## config.mk

```make
export PLATFORM = sky130hd
export DESIGN_NAME = sdram_colgen
export DESIGN_NICKNAME = d
export VERILOG_FILES = /design/src/rtl/sdram_colgen_pkg.sv /design/src/rtl/sdram_colgen_ctr.sv /design/src/rtl/sdram_colgen_addr.sv /design/src/rtl/sdram_colgen.sv
export SDC_FILE = /design/constraint.sdc
export NUM_CORES = 1
export LEC_CHECK = 0
export ABC_AREA = 1
export BUFFER_PORTS_ARGS = -buffer_cell sky130_fd_sc_hd__buf_2
export CAP_MARGIN = 15
export CORE_AREA = 2 2 59 61
export CTS_BUF_LIST = sky130_fd_sc_hd__clkbuf_4
export CTS_CLUSTER_DIAMETER = 150
export CTS_CLUSTER_SIZE = 8
export DETAILED_ROUTE_END_ITERATION = 16
export DIE_AREA = 0 0 61 63
export HOLD_SLACK_MARGIN = 0.1
export PLACE_DENSITY = 0.9
export SKIP_CTS_REPAIR_TIMING = 1
export SYNTH_ARGS = -nofsm -noshare
export SYNTH_HDL_FRONTEND = slang
export SYNTH_SLANG_ARGS = --single-unit
```

## constraint.sdc

```tcl
create_clock -name clk -period 3.9 [get_ports clk]
set_input_delay 0.585 -clock clk [delete_from_list [all_inputs] [get_ports clk]]
set_output_delay 0.585 -clock clk [all_outputs]
set_load 0.02 [all_outputs]
```

## src/rtl/sdram_colgen_pkg.sv

```systemverilog
package sdram_colgen_pkg;
   // burst length codes; any code with bit 2 set means full page
   typedef enum logic [2:0] {
      BLEN_1    = 3'd0,
      BLEN_2    = 3'd1,
      BLEN_4    = 3'd2,
      BLEN_8    = 3'd3,
      BLEN_PAGE = 3'd7
   } blen_e;

   localparam int unsigned MAX_FIXED_LOG2 = 3;

   function automatic logic is_page(input logic [2:0] code);
      return code[2];
   endfunction
endpackage

```

## src/rtl/sdram_colgen_ctr.sv

```systemverilog
module sdram_colgen_ctr
   import sdram_colgen_pkg::*;
#(
   parameter int unsigned COL_W = 10
) (
   input  logic             clk,
   input  logic             rst_n,
   input  logic             load_i,
   input  logic             stop_i,
   input  logic [2:0]       blen_i,
   output logic [COL_W-1:0] beat_o,
   output logic [2:0]       blen_o,
   output logic             active_o,
   output logic             last_o
);
   logic [COL_W-1:0] beat_q;
   logic [2:0]       blen_q;
   logic             active_q;
   logic [COL_W-1:0] final_beat;

   // N-1 for a fixed length of 2^blen_q[1:0]
   assign final_beat = COL_W'((1 << blen_q[1:0]) - 1);
   assign last_o     = active_q & ~is_page(blen_q) & (beat_q == final_beat);

   always_ff @(posedge clk or negedge rst_n) begin
      if (!rst_n) begin
         beat_q   <= '0;
         blen_q   <= 3'd0;
         active_q <= 1'b0;
      end else if (load_i) begin
         beat_q   <= '0;
         blen_q   <= blen_i;
         active_q <= 1'b1;
      end else if (stop_i || last_o) begin
         beat_q   <= '0;
         active_q <= 1'b0;
      end else if (active_q) begin
         beat_q   <= beat_q + 1'b1;
      end
   end

   assign beat_o   = beat_q;
   assign blen_o   = blen_q;
   assign active_o = active_q;
endmodule

```

## src/rtl/sdram_colgen_addr.sv

```systemverilog
module sdram_colgen_addr
   import sdram_colgen_pkg::*;
#(
   parameter int unsigned COL_W  = 10,
   parameter bit          ILV_EN = 1'b1
) (
   input  logic [COL_W-1:0] base_i,
   input  logic [COL_W-1:0] beat_i,
   input  logic [2:0]       blen_i,
   input  logic             ilv_i,
   output logic [COL_W-1:0] col_o
);
   logic             page;
   logic             use_ilv;
   logic [COL_W-1:0] in_blk;
   logic [COL_W-1:0] sum;
   logic [COL_W-1:0] seq_col;
   logic [COL_W-1:0] ilv_col;

   assign page = is_page(blen_i);
   assign sum  = base_i + beat_i;

   generate
      if (ILV_EN) begin : g_ilv
         assign use_ilv = ilv_i & ~page;
      end else begin : g_seq_only
         assign use_ilv = 1'b0;
      end

      for (genvar i = 0; i < COL_W; i++) begin : g_bit
         if (i < MAX_FIXED_LOG2) begin : g_low
            assign in_blk[i] = page | (blen_i[1:0] > 2'(i));
         end else begin : g_high
            assign in_blk[i] = page;
         end
         assign seq_col[i] = in_blk[i] ? sum[i] : base_i[i];
         assign ilv_col[i] = in_blk[i] ? (base_i[i] ^ beat_i[i]) : base_i[i];
      end
   endgenerate

   assign col_o = use_ilv ? ilv_col : seq_col;
endmodule

```

## src/rtl/sdram_colgen.sv

```systemverilog
module sdram_colgen
   import sdram_colgen_pkg::*;
#(
   parameter int unsigned COL_W  = 10,
   parameter bit          ILV_EN = 1'b1
) (
   input  logic             clk,
   input  logic             rst_n,
   input  logic             start_i,
   input  logic [COL_W-1:0] start_col_i,
   input  logic [2:0]       blen_i,
   input  logic             ilv_i,
   input  logic             stop_i,
   output logic [COL_W-1:0] col_o,
   output logic             valid_o,
   output logic             last_o
);
   generate
      if (COL_W < MAX_FIXED_LOG2 || COL_W > 16) begin : g_bad_width
         $error("sdram_colgen: COL_W must lie in 3..16");
      end
   endgenerate

   logic [COL_W-1:0] base_q;
   logic             ilv_q;
   logic [COL_W-1:0] beat;
   logic [2:0]       blen_q;
   logic             active;
   logic [COL_W-1:0] col_raw;

   always_ff @(posedge clk or negedge rst_n) begin
      if (!rst_n) begin
         base_q <= '0;
         ilv_q  <= 1'b0;
      end else if (start_i) begin
         base_q <= start_col_i;
         ilv_q  <= ilv_i;
      end
   end

   sdram_colgen_ctr #(.COL_W(COL_W)) u_ctr (
      .clk      (clk),
      .rst_n    (rst_n),
      .load_i   (start_i),
      .stop_i   (stop_i),
      .blen_i   (blen_i),
      .beat_o   (beat),
      .blen_o   (blen_q),
      .active_o (active),
      .last_o   (last_o)
   );

   sdram_colgen_addr #(.COL_W(COL_W), .ILV_EN(ILV_EN)) u_addr (
      .base_i (base_q),
      .beat_i (beat),
      .blen_i (blen_q),
      .ilv_i  (ilv_q),
      .col_o  (col_raw)
   );

   assign col_o   = active ? col_raw : '0;
   assign valid_o = active;
endmodule

```

# After elaboration in Yosys (flattened, before gate mapping)
# Cells that the tools add are included.
# Widths: inputs -> output; s select.
# totals
elab_cells,60
ff_bits,25
output_inout_bits,12
# classes
shifts,1
n_mux,27
magnitude_cmp,3
n_reduce_logical,3
n_bitwise,17
add_sub_neg,3
n_eq_ne,1
# ops
cell,count
$mux 10,5
$mux 1,22
$add 10x1->10 const B,1
$add 10x10->10,1
$eq 10x10->1,1
$shl 1x2->10 const A,1
$sub 10x2->10 const B,1
$xor 1x1->1,10
$gt 2x1->1 const B,2
$and 1x1->1,3
$or 1x1->1,3
$reduce_bool 3->1,1
$gt 2x2->1 const B,1
$reduce_bool 2->1,1
$logic_or 1x1->1,1
$not 1->1,1

# Longest topological paths before layout
# Gate-level depths: netlist of the first run.
# depth
word_depth,7
ltp_mapped,12

# Hierarchy
# Synthesis of the first run repeated with hierarchy kept, for this count alone.
# hier_totals
cells_unflattened,288
area_unflattened_um2,1925.6
# by_module_without_submodules
module,area_each_um2,seq_area_each_um2,cells_per_inst,instances
sdram_colgen_ctr,763.2,350.3,98,1
sdram_colgen_addr,660.6,0.0,122,1
sdram_colgen,501.7,275.3,68,1

# Least setup slack after synthesis of the first run
# OpenSTA, ideal clock, no wires.
# synth_path
path_kind,reg2out
startpoint,"register u_ctr.beat_q[0], in the netlist u_ctr.beat_o[0]"
endpoint,output col_o[2]
arrival_time_ns,1.768
required_time_ns,3.315
path_stages_with_launch,6
slack_ns,1.547
path_buffers,0
cell_sequence,dfrtp_1 ha_1 inv_1 fa_1 or3_1 a31oi_1
# synth_via
elab_chain_len,4
# synth_rtl
item,line,source
from (decl),sdram_colgen_ctr.sv:16,logic [COL_W-1:0] beat_q;
from (signal assigned),sdram_colgen_ctr.sv:38,beat_q <= beat_q + 1'b1;
$add 10x10->10,sdram_colgen_addr.sv:21,assign sum = base_i + beat_i;
$mux 1,sdram_colgen_addr.sv:36,assign seq_col[i] = in_blk[i] ? sum[i] : base_i[i];
$mux 10,sdram_colgen_addr.sv:41,assign col_o = use_ilv ? ilv_col : seq_col;
$mux 10,sdram_colgen.sv:61,assign col_o = active ? col_raw : '0;
to (decl),sdram_colgen.sv:14,"output logic [COL_W-1:0] col_o,"
# Every way passes these cells.

# Worst setup path in the final report of the first run
# layout_path
startpoint,"register u_ctr.beat_q[0], in the netlist u_ctr.beat_o[0]"
endpoint,output col_o[8]
# Same word-level chain as after synthesis.

==> impl_metrics.ini, run 1 <==
[power]
internal_power_uw = 371.4
sw_frac_of_total = 0.3333
power-per-cell-area_mw_per_mm2 = 273.3
power.share.combinational = 0.257
power_frac_clock = 0.220
p_leak_nw = 1.127
share_seq_of_total_power = 0.523
power.ir.vdd_worst_uv = 178.3
p_switching_uw = 185.6

[clock_tree]
cts.htree.levels = 1
insertion_delay_ps = 320
clock_tree_from_tritoncts = done
cts_buffers = 3
cts.sink_count = 25
clk_root_buffer_cell = clkbuf_4
path_clk_slew_ps = 130
ctsLongestPathBuffers = 2

[placed_design]
gpl_congestion = 0.8533
port_buffers = 29
hpwl_um = 3127

[global_route]
grt_use_total = 0.2273
antenna_found_initial = 0
number_of_global_route_vias_before_repair = 1541
first_pass_grt_wire_length_um = 6672
maximum_number_of_pins_on_one_net_before_global_route_repair = 28
grt_overflow_total = 0

[drt]
wirelength_um = 3995
dr.first_iter.drc_count = 75
drt-pass1-iter-count = 4
drtAntennaViolNets = 0
vias_per_cell = 5.189
remaining_drc_errors = 0
wl_per_cell_um = 11.78
num_vias = 1759

[yosys]
largest_family_of_logic_cells_by_synthesized_area = simple AND/OR/NAND/NOR gates
synth_ff_type = dfrtp_1
ys_ff_latch = 25
synthDistinctLibCells = 28
synthesis.nets = 294
syn-instance-count = 265
synth-xor-area-share = 0.03354
synth_compound_area_frac = 0.1109
synth_async_sr_flop_share = 1.000
adder_cell_share_of_the_synthesized_area = 0.07940
synthesis.yosys.warnings = 0
synth.area.mux_share = 0
synth-simple-area-share = 0.3333
netlist_area_mm2 = 0.001828
syn_area_per_cell_um2 = 6.898
synth_enable_flop_cells = 0
sequential_to_total_area_share_from_yosys_stat = 0.3422

[timing]
timing.max_slew.rel_slack = 0.6117
fin_hold_ws_ps = 236.7
min_period_over_period = 0.7168
final-max-slew-violation-count = 0
timing_worst_slew_pin_value_ps = 582.5
timing.fmax_ghz = 0.3577
layout_min_cycle_time_ps = 2796
final_hold_fails = 0
skew_ps = 1.820
grt_setup_unrepaired = false
finalSetupViolCount = 0
setup_total_negative_slack_ps = 0

[setup_path]
worstPathArrival_ps = 2210
timing.critical_path.from = u_ctr.beat_o[0]$_DFFE_PN0P_
crit_required_ps = 3310
worstSetupPathType = reg2out
worstSetupStartpointType = flip-flop
critical_path.max_fanout = 5
cp-end-kind = output pin
rr_startpoint = u_ctr.blen_o[2]$_DFFE_PN0P_

[finish]
final_core_utilization = 0.6307
antenna_cells_inserted = 0
syn_to_final_growth_pct = 11.50
post_route_cells_drive_above_1_share = 0.1433
finish.net_count = 323
most_common_cell_after_layout_fill_and_taps_aside = nand2_1
top_library_cells_by_usage_in_the_layout_fill_and_taps_aside = 72 x nand2_1, 42 x inv_1, 30 x nor2_1, 29 x buf_2, 25 x dfrtp_1

[floorplanning]
floorplan.die.height_um = 63
fp.coreArea_mm2 = 0.003232
die_span_in_x_um = 61
die-area_mm2 = 0.003843
fp-row-count = 21
start_util = 0.5656
pin_count = 30

[job]
maxCapViolations = 0

[hold_path]
min_path_type = in2async

[outcome]
outcome = complete, no violations
[stage by stage]
step | setup WS (ps) | instance area, um2 | total power [mW] | std cells
CTS | 1083 | 2038 | 0.5582 | 339
finish | 1104 | 2038 | 0.5570 | 339
global placement | 1529 | 2008 | 0.4348 | 335
floorplan | 1547 | 1828 | 0.3916 | 265
detailed placement | 1448 | 2008 | 0.4382 | 335
global route | 917.0 | 2038 | 0.5923 | 339
[power groups by stage]
stage / sequential (mW) / clock [mW] / combinational, mW
detailed placement: 0.296 / 0 / 0.142
global placement: 0.296 / 0 / 0.139
CTS: 0.291 / 0.124 / 0.143
finish: 0.291 / 0.123 / 0.143
floorplan: 0.289 / 0 / 0.103
global route: 0.294 / 0.136 / 0.162
[cell families (layout without fill, tap and decap cells)]
kind of cell	after synthesis	after routing
compound gates	37	37
xor+xnor	7	7
simple gates	137	137
fa+ha+maj	11	11
flops	25	25
buf+inv	48	76
[cell usage after synthesis (2+ instances only)]
cell       n  area (um2)
xor2_1     5       43.79
nand4_1    8       50.05
buf_2      3       15.01
nor2_4     2       22.52
inv_1     42       157.7
clkbuf_1   2       7.510
dfrtp_1   25       625.6
nor2_1    30       112.6
a21oi_1   14       70.07
xnor2_1    2       17.52
ha_1      10       125.1
nand3_1   17       85.08
or2_2      2       12.51
nand2_1   72       270.3
o211ai_1   3       22.52
o21ai_0   16       80.08
[routing by layer]
layer / track usage / routed length (um)
met1: 0.3364 / 1845
met2: 0.3522 / 1866
met3: 0.02484 / 230
met4: 0.05707 / 53
met5: 0 / 0
[critical path: stages, from the launching register on]
cell	delay, ps
dfrtp_1	450
ha_1	220
inv_1	70
fa_1	390
inv_1	90
nand3_1	70
nand2_1	110
nand2_1	70
nand2_1	60
nand2_1	40
nand3_1	60
nand2_1	50
inv_1	40
buf_2	150
[path summary, 6_finish.rpt]
| kind | to | depth (start not counted) | slack [ps] |
|---|---|---|---|
| min in group clk | base_q[4]$_DFFE_PN0P_ | 3 | 450 |
| max in group asynchronous | u_ctr.beat_o[0]$_DFFE_PN0P_ | 1 | 3290 |
| setup / recovery | col_o[8] | 13 | 1100 |
| setup reg to reg | u_ctr.beat_o[0]$_DFFE_PN0P_ | 8 | 2300 |
| hold / removal | base_q[0]$_DFFE_PN0P_ | 1 | 240 |
| hold reg to reg | base_q[2]$_DFFE_PN0P_ | 2 | 530 |
[registers in the layout (all words and copies together) (netlist names)]
signal	count
u_ctr.active_o	1
base_q	10
u_ctr.blen_o	3
u_ctr.beat_o	10
ilv_q	1
[final cells by class]
| type | instances | area [um2] |
|---|---|---|
| fill | 293 | 1194 |
| multi-input combinational | 192 | 1018 |
| sequential | 25 | 625.6 |
| inverter | 43 | 161.4 |
| timing repair buffer | 29 | 145.1 |
| tap | 46 | 57.56 |
| clock buffer | 4 | 30.03 |
Note: power is estimated with default switching activity, not from simulation.
==> run 2: changes to the inputs <==
--- a/config.mk
+++ b/config.mk
@@ -5,17 +5,17 @@
 export SDC_FILE = /design/constraint.sdc
 export NUM_CORES = 1
 export LEC_CHECK = 0
-export ABC_AREA = 1
+export ABC_AREA = 0
 export BUFFER_PORTS_ARGS = -buffer_cell sky130_fd_sc_hd__buf_2
 export CAP_MARGIN = 15
-export CORE_AREA = 2 2 59 61
+export CORE_AREA = 2 2 58 60
 export CTS_BUF_LIST = sky130_fd_sc_hd__clkbuf_4
 export CTS_CLUSTER_DIAMETER = 150
 export CTS_CLUSTER_SIZE = 8
 export DETAILED_ROUTE_END_ITERATION = 16
-export DIE_AREA = 0 0 61 63
+export DIE_AREA = 0 0 60 62
 export HOLD_SLACK_MARGIN = 0.1
-export PLACE_DENSITY = 0.9
+export PLACE_DENSITY = 0.89
 export SKIP_CTS_REPAIR_TIMING = 1
 export SYNTH_ARGS = -nofsm -noshare
 export SYNTH_HDL_FRONTEND = slang
==> constraint.sdc (replaced) <==
create_clock -name clk -period 2.9 [get_ports clk]
set_input_delay 0.435 -clock clk [delete_from_list [all_inputs] [get_ports clk]]
set_output_delay 0.435 -clock clk [all_outputs]
set_load 0.02 [all_outputs]
==> impl_metrics.ini, run 2 <==
[yosys]
synth_async_sr_flop_share = 1.000
synth_enable_flop_cells = 0
syn-instance-count = 190
sequential_to_total_area_share_from_yosys_stat = 0.3628
netlist_area_mm2 = 0.001724
synthTopCellsByArea = dfrtp_1 36%, mux2_2 9.1%, ha_1 7.3%
synth_compound_area_frac = 0.1313
synth_ff_type = dfrtp_1
syn_area_per_cell_um2 = 9.074
synthesis.nets = 219
synth-simple-area-share = 0.2112
synth_top_area_share = 0.3628
ys_ff_latch = 25
adder_cell_share_of_the_synthesized_area = 0.08418
synthesis.yosys.warnings = 0
synthDistinctLibCells = 34
top_cells_by_count_synth = 25 x dfrtp_1, 23 x nor2_1, 16 x nand2_1
synth-xor-area-share = 0.06096
yosys.cell_count.top_type = dfrtp_1
synthDominantAreaCellType = dfrtp_1
largest_family_of_logic_cells_by_synthesized_area = simple AND/OR/NAND/NOR gates
synth.area.mux_share = 0.1147

[power]
share_seq_of_total_power = 0.517
internal_power_uw = 518.3
sw_frac_of_total = 0.3312
p_leak_nw = 0.9188
report.power.total_uw = 775.0
power_frac_clock = 0.206
power.share.combinational = 0.276
p_switching_uw = 256.7
power.ir.vdd_worst_uv = 327.1
power-per-cell-area_mw_per_mm2 = 375.6

[timing]
final-max-slew-violation-count = 0
min_period_over_period = 0.9971
fin_hold_ws_ps = 68.63
skew_ps = 1.652
finalSetupViolCount = 0
grt_setup_unrepaired = true
timing.max_slew.rel_slack = 0.6274
layout_min_cycle_time_ps = 2892
postLayoutSetupSlackWorst_ps = 8.290
final_hold_fails = 0
timing_worst_slew_pin_value_ps = 559.0
timing.fmax_ghz = 0.3458

[finish]
finish.net_count = 254
antenna_cells_inserted = 0
most_common_cell_after_layout_fill_and_taps_aside = buf_2
ff_latch_area_um2 = 629.4
post_route_cells_drive_above_1_share = 0.3125
top_library_cells_by_usage_in_the_layout_fill_and_taps_aside = 27 x buf_2, 23 x nor2_1, 22 x dfrtp_1, 16 x nand2_1, 14 x mux2_2
multi_input_gate_area_mm2 = 0.001109
n_fill_cell = 243
final_core_utilization = 0.6490
syn_to_final_growth_pct = 19.67
post_layout_nonfiller_instances = 270

[floorplanning]
die_span_in_x_um = 60
die-area_mm2 = 0.003720
fp.coreArea_mm2 = 0.003179
floorplan.die.height_um = 62
start_util = 0.5423
fp-row-count = 21
pin_count = 30

[global_route]
grt_use_total = 0.2187
maximum_number_of_pins_on_one_net_before_global_route_repair = 26
number_of_global_route_vias_before_repair = 1434
first_pass_grt_wire_length_um = 6085
grt_overflow_total = 0
antenna_found_initial = 0

[drt]
vias_per_cell = 5.726
num_vias = 1546
wirelength_um = 3931
wl_per_cell_um = 14.56
remaining_drc_errors = 0
dr.first_iter.drc_count = 82
drt-pass1-iter-count = 4
drtAntennaViolNets = 0

[clock_tree]
cts.htree.levels = 1
ctsLongestPathBuffers = 2
path_clk_slew_ps = 130
clk_root_buffer_cell = clkbuf_4
cts.sink_count = 25
cts_buffers = 3
clock_tree_from_tritoncts = done
insertion_delay_ps = 330

[setup_path]
worstPathArrival_ps = 2460
reg2regPathDepth = 5
setup.reg_to_reg.worst_slack_ps = 590
critical_path.max_fanout = 3
worstSetupStartpointType = flip-flop
rr_startpoint = u_ctr.blen_o[2]$_DFFE_PN0P_
crit_required_ps = 2470
cp-end-kind = output pin
worstSetupPathType = reg2out
reg_to_reg_endpoint = u_ctr.beat_o[3]$_DFFE_PN0P_

[hold_path]
min_path_type = in2async

[placed_design]
gpl_congestion = 0.8528
port_buffers = 29
placed_cells = 261
hpwl_um = 2700
preCtsSetupSlack_ps = 203.6

[outcome]
outcome = complete, no violations

[job]
maxCapViolations = 0
[run 2: logic make-up (layout without fill, tap and decap cells)]
logic type / after synthesis / in the layout
adder cells (fa/ha/maj): 11 / 11
flip-flops: 25 / 25
AND/OR/NAND/NOR: 73 / 73
XOR/XNOR: 12 / 12
multiplexers: 18 / 18
AO/OA/AOI/OAI: 36 / 36
buffers and inverters: 15 / 49
[run 2: worst max path at each step]
stage                                      startpoint  endpoint  cells past startpoint
final                     u_ctr.beat_o[0]$_DFFE_PN0P_  col_o[6]                     10
after global routing      u_ctr.beat_o[0]$_DFFE_PN0P_  col_o[6]                     10
after CTS                 u_ctr.beat_o[0]$_DFFE_PN0P_  col_o[6]                     10
after detailed placement  u_ctr.beat_o[0]$_DFFE_PN0P_  col_o[6]                     10
after global placement    u_ctr.beat_o[0]$_DFFE_PN0P_  col_o[8]                      9
after floorplan           u_ctr.beat_o[0]$_DFFE_PN0P_  col_o[6]                      8
[run 2: metal layers]
metal	up-vias	global-route usage	part of all wire
met3	13	0.03520	0.034
met4	0	0.08889	0.028
met2	31	0.3665	0.50
li1	756	-	-
met5	-	0	0
met1	746	0.2844	0.44
[run 2: per-stage QoR]
stage	TNS, ps	cell area [um2]
2_1_floorplan	0	1724
3_3_place_gp	0	1916
3_5_place_dp	0	1916
4_1_cts	-437.7	1943
5_1_grt	-226.1	2063
6_report	0	2063
[run 2: power groups by stage]
stage / combinational [mW] / clock [mW] / sequential, mW
after CTS: 0.194 / 0.163 / 0.400
after global routing: 0.237 / 0.180 / 0.405
after floorplan: 0.144 / 0 / 0.394
final: 0.214 / 0.160 / 0.401
after global placement: 0.189 / 0 / 0.406
after detailed placement: 0.193 / 0 / 0.407
[run 2: worst max-delay path: stages, from the launching register on]
cell      delay, ps
dfrtp_2         460
ha_4            180
inv_2            60
fa_2            210
nor2b_2          50
o211ai_1        250
buf_4           180
nand3_4          70
a2111o_1        390
o311ai_2         90
buf_4           180
[run 2: final cells by class]
cell class | instances | area share
inverters | 9 | 0.01637
well taps | 46 | 0.02790
flip-flops and latches | 25 | 0.3050
clock buffers | 3 | 0.01092
repair buffers | 36 | 0.1001
clock inverters | 1 | 0.002426
multi-input cells | 150 | 0.5373
